--- src/rtl/mps_pkg.sv ---
package mps_pkg;
    localparam int CFG_W      = 8;
    localparam int SYNC_STAGES = 2;
    localparam int BIT_AUTO    = 0;
    localparam int BIT_LIGHT   = 1;
    localparam int BIT_EXTADDR = 2;
    localparam int CFG_USED    = 3;
    localparam logic [CFG_W-1:0] CFG_RST = CFG_W'(1) << BIT_AUTO;

    // State codes double as the active-port status encoding
    typedef enum logic [1:0] {
        ST_AUI = 2'b00,
        ST_TP  = 2'b01,
        ST_MII = 2'b11
    } port_st_e;
endpackage

--- src/rtl/mps_sync.sv ---
module mps_sync #(
    parameter int W      = 2,
    parameter int STAGES = 2
) (
    input  logic         clk,
    input  logic         rst_n,
    input  logic [W-1:0] d_async,
    output logic [W-1:0] q_sync
);
    logic [W-1:0] stg [STAGES];

    always_ff @(posedge clk or negedge rst_n) begin
        if (!rst_n) stg[0] <= '0;
        else        stg[0] <= d_async;
    end

    for (genvar g = 1; g < STAGES; g++) begin : g_stage
        always_ff @(posedge clk or negedge rst_n) begin
            if (!rst_n) stg[g] <= '0;
            else        stg[g] <= stg[g-1];
        end
    end

    assign q_sync = stg[STAGES-1];
endmodule

--- src/rtl/mps_cfg_reg.sv ---
module mps_cfg_reg
    import mps_pkg::*;
(
    input  logic             clk,
    input  logic             rst_n,
    input  logic             wr_en,
    input  logic [CFG_W-1:0] wdata,
    output logic [CFG_W-1:0] rdata,
    output logic             auto_sel,
    output logic             light_sleep,
    output logic             ext_addr
);
    logic [CFG_USED-1:0] bits_q;

    // Only hard reset touches these bits; soft reset and stop are not wired here
    always_ff @(posedge clk or negedge rst_n) begin
        if (!rst_n)     bits_q <= CFG_RST[CFG_USED-1:0];
        else if (wr_en) bits_q <= wdata[CFG_USED-1:0];
    end

    always_comb begin
        rdata = '0;
        rdata[CFG_USED-1:0] = bits_q;
    end

    assign auto_sel    = bits_q[BIT_AUTO];
    assign light_sleep = bits_q[BIT_LIGHT];
    assign ext_addr    = bits_q[BIT_EXTADDR];
endmodule

--- src/rtl/mps_port_fsm.sv ---
module mps_port_fsm
    import mps_pkg::*;
(
    input  logic       clk,
    input  logic       rst_n,
    input  logic       auto_sel,
    input  logic       phy_s,
    input  logic       tp_s,
    input  logic       link_test_dis,
    input  logic [1:0] man_sel,
    input  logic       tx_active,
    input  logic       force_apply,
    input  logic       light_sleep,
    input  logic       sleep_req,
    output logic [1:0] act_port,
    output logic       mii_en,
    output logic       tp_en,
    output logic       aui_en,
    output logic       lip_en,
    output logic       sleep_light,
    output logic       sleep_deep
);
    port_st_e state_q, state_d, target;
    logic     gate_open;

    always_comb begin
        if (auto_sel) begin
            if (phy_s)                      target = ST_MII;
            else if (tp_s || link_test_dis) target = ST_TP;
            else                            target = ST_AUI;
        end else begin
            unique case (man_sel)
                2'b01:   target = ST_TP;
                2'b11:   target = ST_MII;
                default: target = ST_AUI;
            endcase
        end
    end

    assign gate_open = !tx_active || force_apply;

    // Transitions: T_SWITCH to target when gate open, else T_HOLD
    always_comb begin
        state_d = state_q;
        unique case (state_q)
            ST_AUI, ST_TP, ST_MII: begin
                if (target != state_q && gate_open) state_d = target;
            end
            default: state_d = ST_AUI;
        endcase
    end

    always_ff @(posedge clk or negedge rst_n) begin
        if (!rst_n) state_q <= ST_AUI;
        else        state_q <= state_d;
    end

    always_comb begin
        act_port    = state_q;
        mii_en      = 1'b0;
        tp_en       = 1'b0;
        aui_en      = 1'b0;
        sleep_light = 1'b0;
        sleep_deep  = 1'b0;
        unique case (state_q)
            ST_MII: mii_en = 1'b1;
            ST_TP: begin
                tp_en       = 1'b1;
                sleep_light = sleep_req && light_sleep;
                sleep_deep  = sleep_req && !light_sleep;
            end
            default: aui_en = 1'b1;
        endcase
        lip_en = auto_sel ? !phy_s : (man_sel == 2'b01);
    end
endmodule

--- src/rtl/media_port_sel.sv ---
module media_port_sel
    import mps_pkg::*;
(
    input  logic             clk,
    input  logic             hard_rst_n,
    input  logic             soft_rst,
    input  logic             stop_cmd,
    input  logic             cfg_wr_en,
    input  logic [CFG_W-1:0] cfg_wdata,
    output logic [CFG_W-1:0] cfg_rdata,
    input  logic [1:0]       man_port_sel,
    input  logic             link_test_dis,
    input  logic             phy_present_a,
    input  logic             tp_link_pass_a,
    input  logic             tx_active,
    input  logic             sleep_req,
    output logic [1:0]       act_port,
    output logic             mii_en,
    output logic             tp_en,
    output logic             aui_en,
    output logic             lip_en,
    output logic             sleep_light,
    output logic             sleep_deep,
    output logic             ext_addr_en
);
    logic [1:0] sync_q;
    logic       auto_sel, light_sleep;

    mps_sync #(.W(2), .STAGES(SYNC_STAGES)) u_sync (
        .clk     (clk),
        .rst_n   (hard_rst_n),
        .d_async ({phy_present_a, tp_link_pass_a}),
        .q_sync  (sync_q)
    );

    mps_cfg_reg u_cfg (
        .clk         (clk),
        .rst_n       (hard_rst_n),
        .wr_en       (cfg_wr_en),
        .wdata       (cfg_wdata),
        .rdata       (cfg_rdata),
        .auto_sel    (auto_sel),
        .light_sleep (light_sleep),
        .ext_addr    (ext_addr_en)
    );

    mps_port_fsm u_fsm (
        .clk           (clk),
        .rst_n         (hard_rst_n),
        .auto_sel      (auto_sel),
        .phy_s         (sync_q[1]),
        .tp_s          (sync_q[0]),
        .link_test_dis (link_test_dis),
        .man_sel       (man_port_sel),
        .tx_active     (tx_active),
        .force_apply   (soft_rst || stop_cmd),
        .light_sleep   (light_sleep),
        .sleep_req     (sleep_req),
        .act_port      (act_port),
        .mii_en        (mii_en),
        .tp_en         (tp_en),
        .aui_en        (aui_en),
        .lip_en        (lip_en),
        .sleep_light   (sleep_light),
        .sleep_deep    (sleep_deep)
    );
endmodule

--- config.mk ---
export PLATFORM = sky130hd
export DESIGN_NAME = media_port_sel
export DESIGN_NICKNAME = d
export VERILOG_FILES = /design/src/rtl/mps_pkg.sv /design/src/rtl/mps_sync.sv /design/src/rtl/mps_cfg_reg.sv /design/src/rtl/mps_port_fsm.sv /design/src/rtl/media_port_sel.sv
export SDC_FILE = /design/constraint.sdc
export NUM_CORES = 1
export LEC_CHECK = 0
export ABC_CLOCK_PERIOD_IN_PS = 1200
export BUFFER_PORTS_ARGS = -buffer_cell sky130_fd_sc_hd__buf_4
export CORE_MARGIN = 4
export CORE_UTILIZATION = 31
export DETAILED_ROUTE_END_ITERATION = 10
export PLACE_DENSITY = 0.7
export SYNTH_ARGS = -nofsm -noshare
export SYNTH_HDL_FRONTEND = slang
export SYNTH_SLANG_ARGS = --single-unit
--- constraint.sdc ---
create_clock -name clk -period 1.2 [get_ports clk]
set_input_delay 0.06 -clock clk [delete_from_list [all_inputs] [get_ports clk]]
set_output_delay 0.06 -clock clk [all_outputs]
set_load 0.005 [all_outputs]
==> reports/metrics.yaml <==
yosysWarnings: 0
cp.arrival_ps: 1410
avgRoutedWirePerCell_um: 11.91
cp-end-kind: "flip-flop"
violations: "negative setup slack"
setup_viol: 2
layout_setup_ws_ps: -77.02
ys_ff_latch: 9
power_density_nw_per_um2: 1124
min_period_ps: 1277
dieArea_sq_um: 2029
timing.fmax_mhz: 783.1
rows: 13
finalPower_mw: 0.8294
diodes: 0
synthCells: 41
grt_pass1_wl_um: 1593
syn_area_per_cell_sq_um: 10.38
run_status: "complete, but fails checks"
drv_cap: 0
fin_skew_ps: 3.351
syn2layout_area_growth_pct: 73.53
irDropWorstVdd_mv: 0.7159
finalCritPeriodShare_pct: 106.4
gp_congestion: 0.6963
layout-drive-gt1-share_pct: 57.89
worst-r2r-cell-count: 3
fp.dieW_um: 45.05
finalNetCount: 97
die_y_um: 45.05
grt_pass1_vias: 389
track_usage_pct: 11.32
vias_per_cell: 4.440
synth_seq_area_share_pct: 53.24
path_cells: "or4b_4, o21ai_2, a21oi_2"
grt_overflow: 0
clk_path_buf_depth: 2
drt_iter0_markers: 0
floorplan.initialDensity_pct: 32.69
stdcell_count: 91
drt_pass1_iterations: 1
numPortBuffers: 26
critPathMaxFanout: 2
antenna_found_initial: 0
p_leak_nw: 0.3769
cpMaxStageDelayCell: "dfstp_2"
maxSlewViolCount: 0
holdPathStages: 3
grt_max_degree: 10
cts_sinks: 9
cts_tree: "built"
coreArea_sq_um: 1301
finalHoldViolations: 0
final_core_util_pct: 56.73
synthesis.area_sq_um: 425.4
start_kind: "flip-flop"
clkLatencyLatePin_ps: 250
place_ws_ps: -43.72
hp-class: "primary input to flip-flop"
pin_count: 37
clockRootBuffer: "clkbuf_4"
path_clk_slew_ps: 60
holdWs_ps: 19.67
critPathRequiredTime_ps: 1330
remaining_drc_errors: 0
drtAntennaViolNets: 0
cts_made_buffers: 3
slowest_delay_ps: 530
place_inst: 80
routed_wl_um: 1084
rsz0062_at_grt: "true"
via_count: 404
worst-setup-path-type: "flip-flop to flip-flop"
cts_max_level: 1
synth.distinct_cells: 19
## synthesized netlist by cell type (all sizes together)
| library cell | instances | area, sq um |
|---|---|---|
| a21oi | 2 | 10.01 |
| a31oi | 1 | 6.260 |
| and3 | 1 | 6.260 |
| buf | 8 | 60.06 |
| conb | 1 | 3.750 |
| dfrtp | 8 | 200.2 |
| dfstp | 1 | 26.28 |
| inv | 3 | 11.26 |
| mux2 | 2 | 22.52 |
| mux2i | 1 | 10.01 |
| nand2 | 4 | 15.01 |
| nand3 | 1 | 5.000 |
| nor2 | 2 | 7.510 |
| nor2b | 1 | 6.260 |
| o21ai | 2 | 10.00 |
| o22ai | 1 | 6.260 |
| or3b | 1 | 8.760 |
| or4b | 1 | 10.01 |
## timing repair
| item | in CTS | in global routing |
|---|---|---|
| resized for setup | 5 | 6 |
| hold buffers | 4 | 0 |
| endpoints found under the hold margin | 12 | 0 |
| buffers inserted | 3 | 0 |
| pin swaps | 1 | 3 |
| cloned | 0 | 0 |
| endpoints found under the setup margin | 4 | 4 |
## where the power goes
group          total [mW]  switching (mW)  leakage [nW]  internal (mW)
sequential          0.350          0.0171         0.104          0.333
clock               0.218          0.0912        0.0150          0.127
combinational       0.261           0.102         0.258          0.159
total               0.829           0.210         0.377          0.619
## worst max-delay path: cells and delay by family, from the launching register on
kind,cells,cell delay [ps]
flip-flops,1,530
AND/OR/NAND/NOR,1,470
AO/OA/AOI/OAI,2,160
## layer usage
| metal | wire (um) | global-route usage (%) |
|---|---|---|
| met1 | 325 | 10.03 |
| met2 | 626 | 20.62 |
| met3 | 105 | 3.586 |
| met4 | 25 | 8.772 |
| met5 | 0 | 0 |
## layout make-up
| class | count | area [sq um] |
|---|---|---|
| clock buffers | 4 | 26.28 |
| fillers | 123 | 563.0 |
| inverters | 3 | 13.76 |
| multi-input cells | 25 | 172.7 |
| flip-flops and latches | 9 | 226.5 |
| well taps | 15 | 18.77 |
| repair buffers | 35 | 280.3 |
## layout by cell type (no fill, tap or decap)
| master | count |
|---|---|
| dlygate4sd3_1 | 4 |
| nand2_1 | 3 |
| buf_6 | 2 |
| o22ai_4 | 1 |
| nand3_1 | 1 |
| and3_1 | 1 |
| or4b_4 | 1 |
| dfrtp_1 | 8 |
| dfstp_2 | 1 |
| inv_1 | 2 |
| nor2b_2 | 1 |
| a21oi_2 | 1 |
| clkbuf_1 | 1 |
| a21oi_1 | 1 |
| o21ai_2 | 1 |
| mux2_2 | 2 |
| clkbuf_4 | 3 |
| mux2i_1 | 1 |
| conb_1 | 5 |
| nand2_2 | 1 |
| or3b_1 | 1 |
| buf_4 | 29 |
| nor2_1 | 2 |
| a31oi_1 | 1 |
| inv_4 | 1 |
| o21ai_0 | 1 |
## kinds of logic (layout without fill, tap and decap cells)
| family | Yosys count | in the layout | synth area share (%) |
|---|---|---|---|
| AO/OA/AOI/OAI | 6 | 6 | 7.647 |
| buffers and inverters | 11 | 42 | 16.77 |
| flip-flops | 9 | 9 | 53.24 |
| multiplexers | 3 | 3 | 7.647 |
| other | 1 | 5 | 0.8815 |
| AND/OR/NAND/NOR | 11 | 11 | 13.82 |
## through the flow
step                      area [sq um]  TNS (ps)
final                            738.2    -117.5
after global placement           609.3    -29.96
after detailed placement         609.3    -43.72
after floorplan                  440.4    -10.07
after CTS                        713.2    -151.3
after global routing             738.2    -261.9
## state kept, by name, indices dropped and copies added, names as in the netlist
| name | cells |
|---|---|
| u_cfg.bits_q | 3 |
| u_fsm.act_port | 2 |
| u_sync.q_sync | 2 |
| u_sync.stg | 2 |
## path summary, 6_finish.rpt
| path | start | end | slack, ps |
|---|---|---|---|
| max | u_cfg.bits_q[0] | u_fsm.act_port[0] | -80 |
| min in group asynchronous | hard_rst_n | u_cfg.bits_q[2] | 150 |
| min | cfg_wdata[0] | u_cfg.bits_q[0] | 20 |
| min reg2reg | u_sync.stg[3] | u_sync.q_sync[1] | 350 |
| max reg2reg | u_cfg.bits_q[0] | u_fsm.act_port[0] | -80 |
| max in group asynchronous | hard_rst_n | u_cfg.bits_q[0] | 840 |
Power figures use the tool's default switching activity.
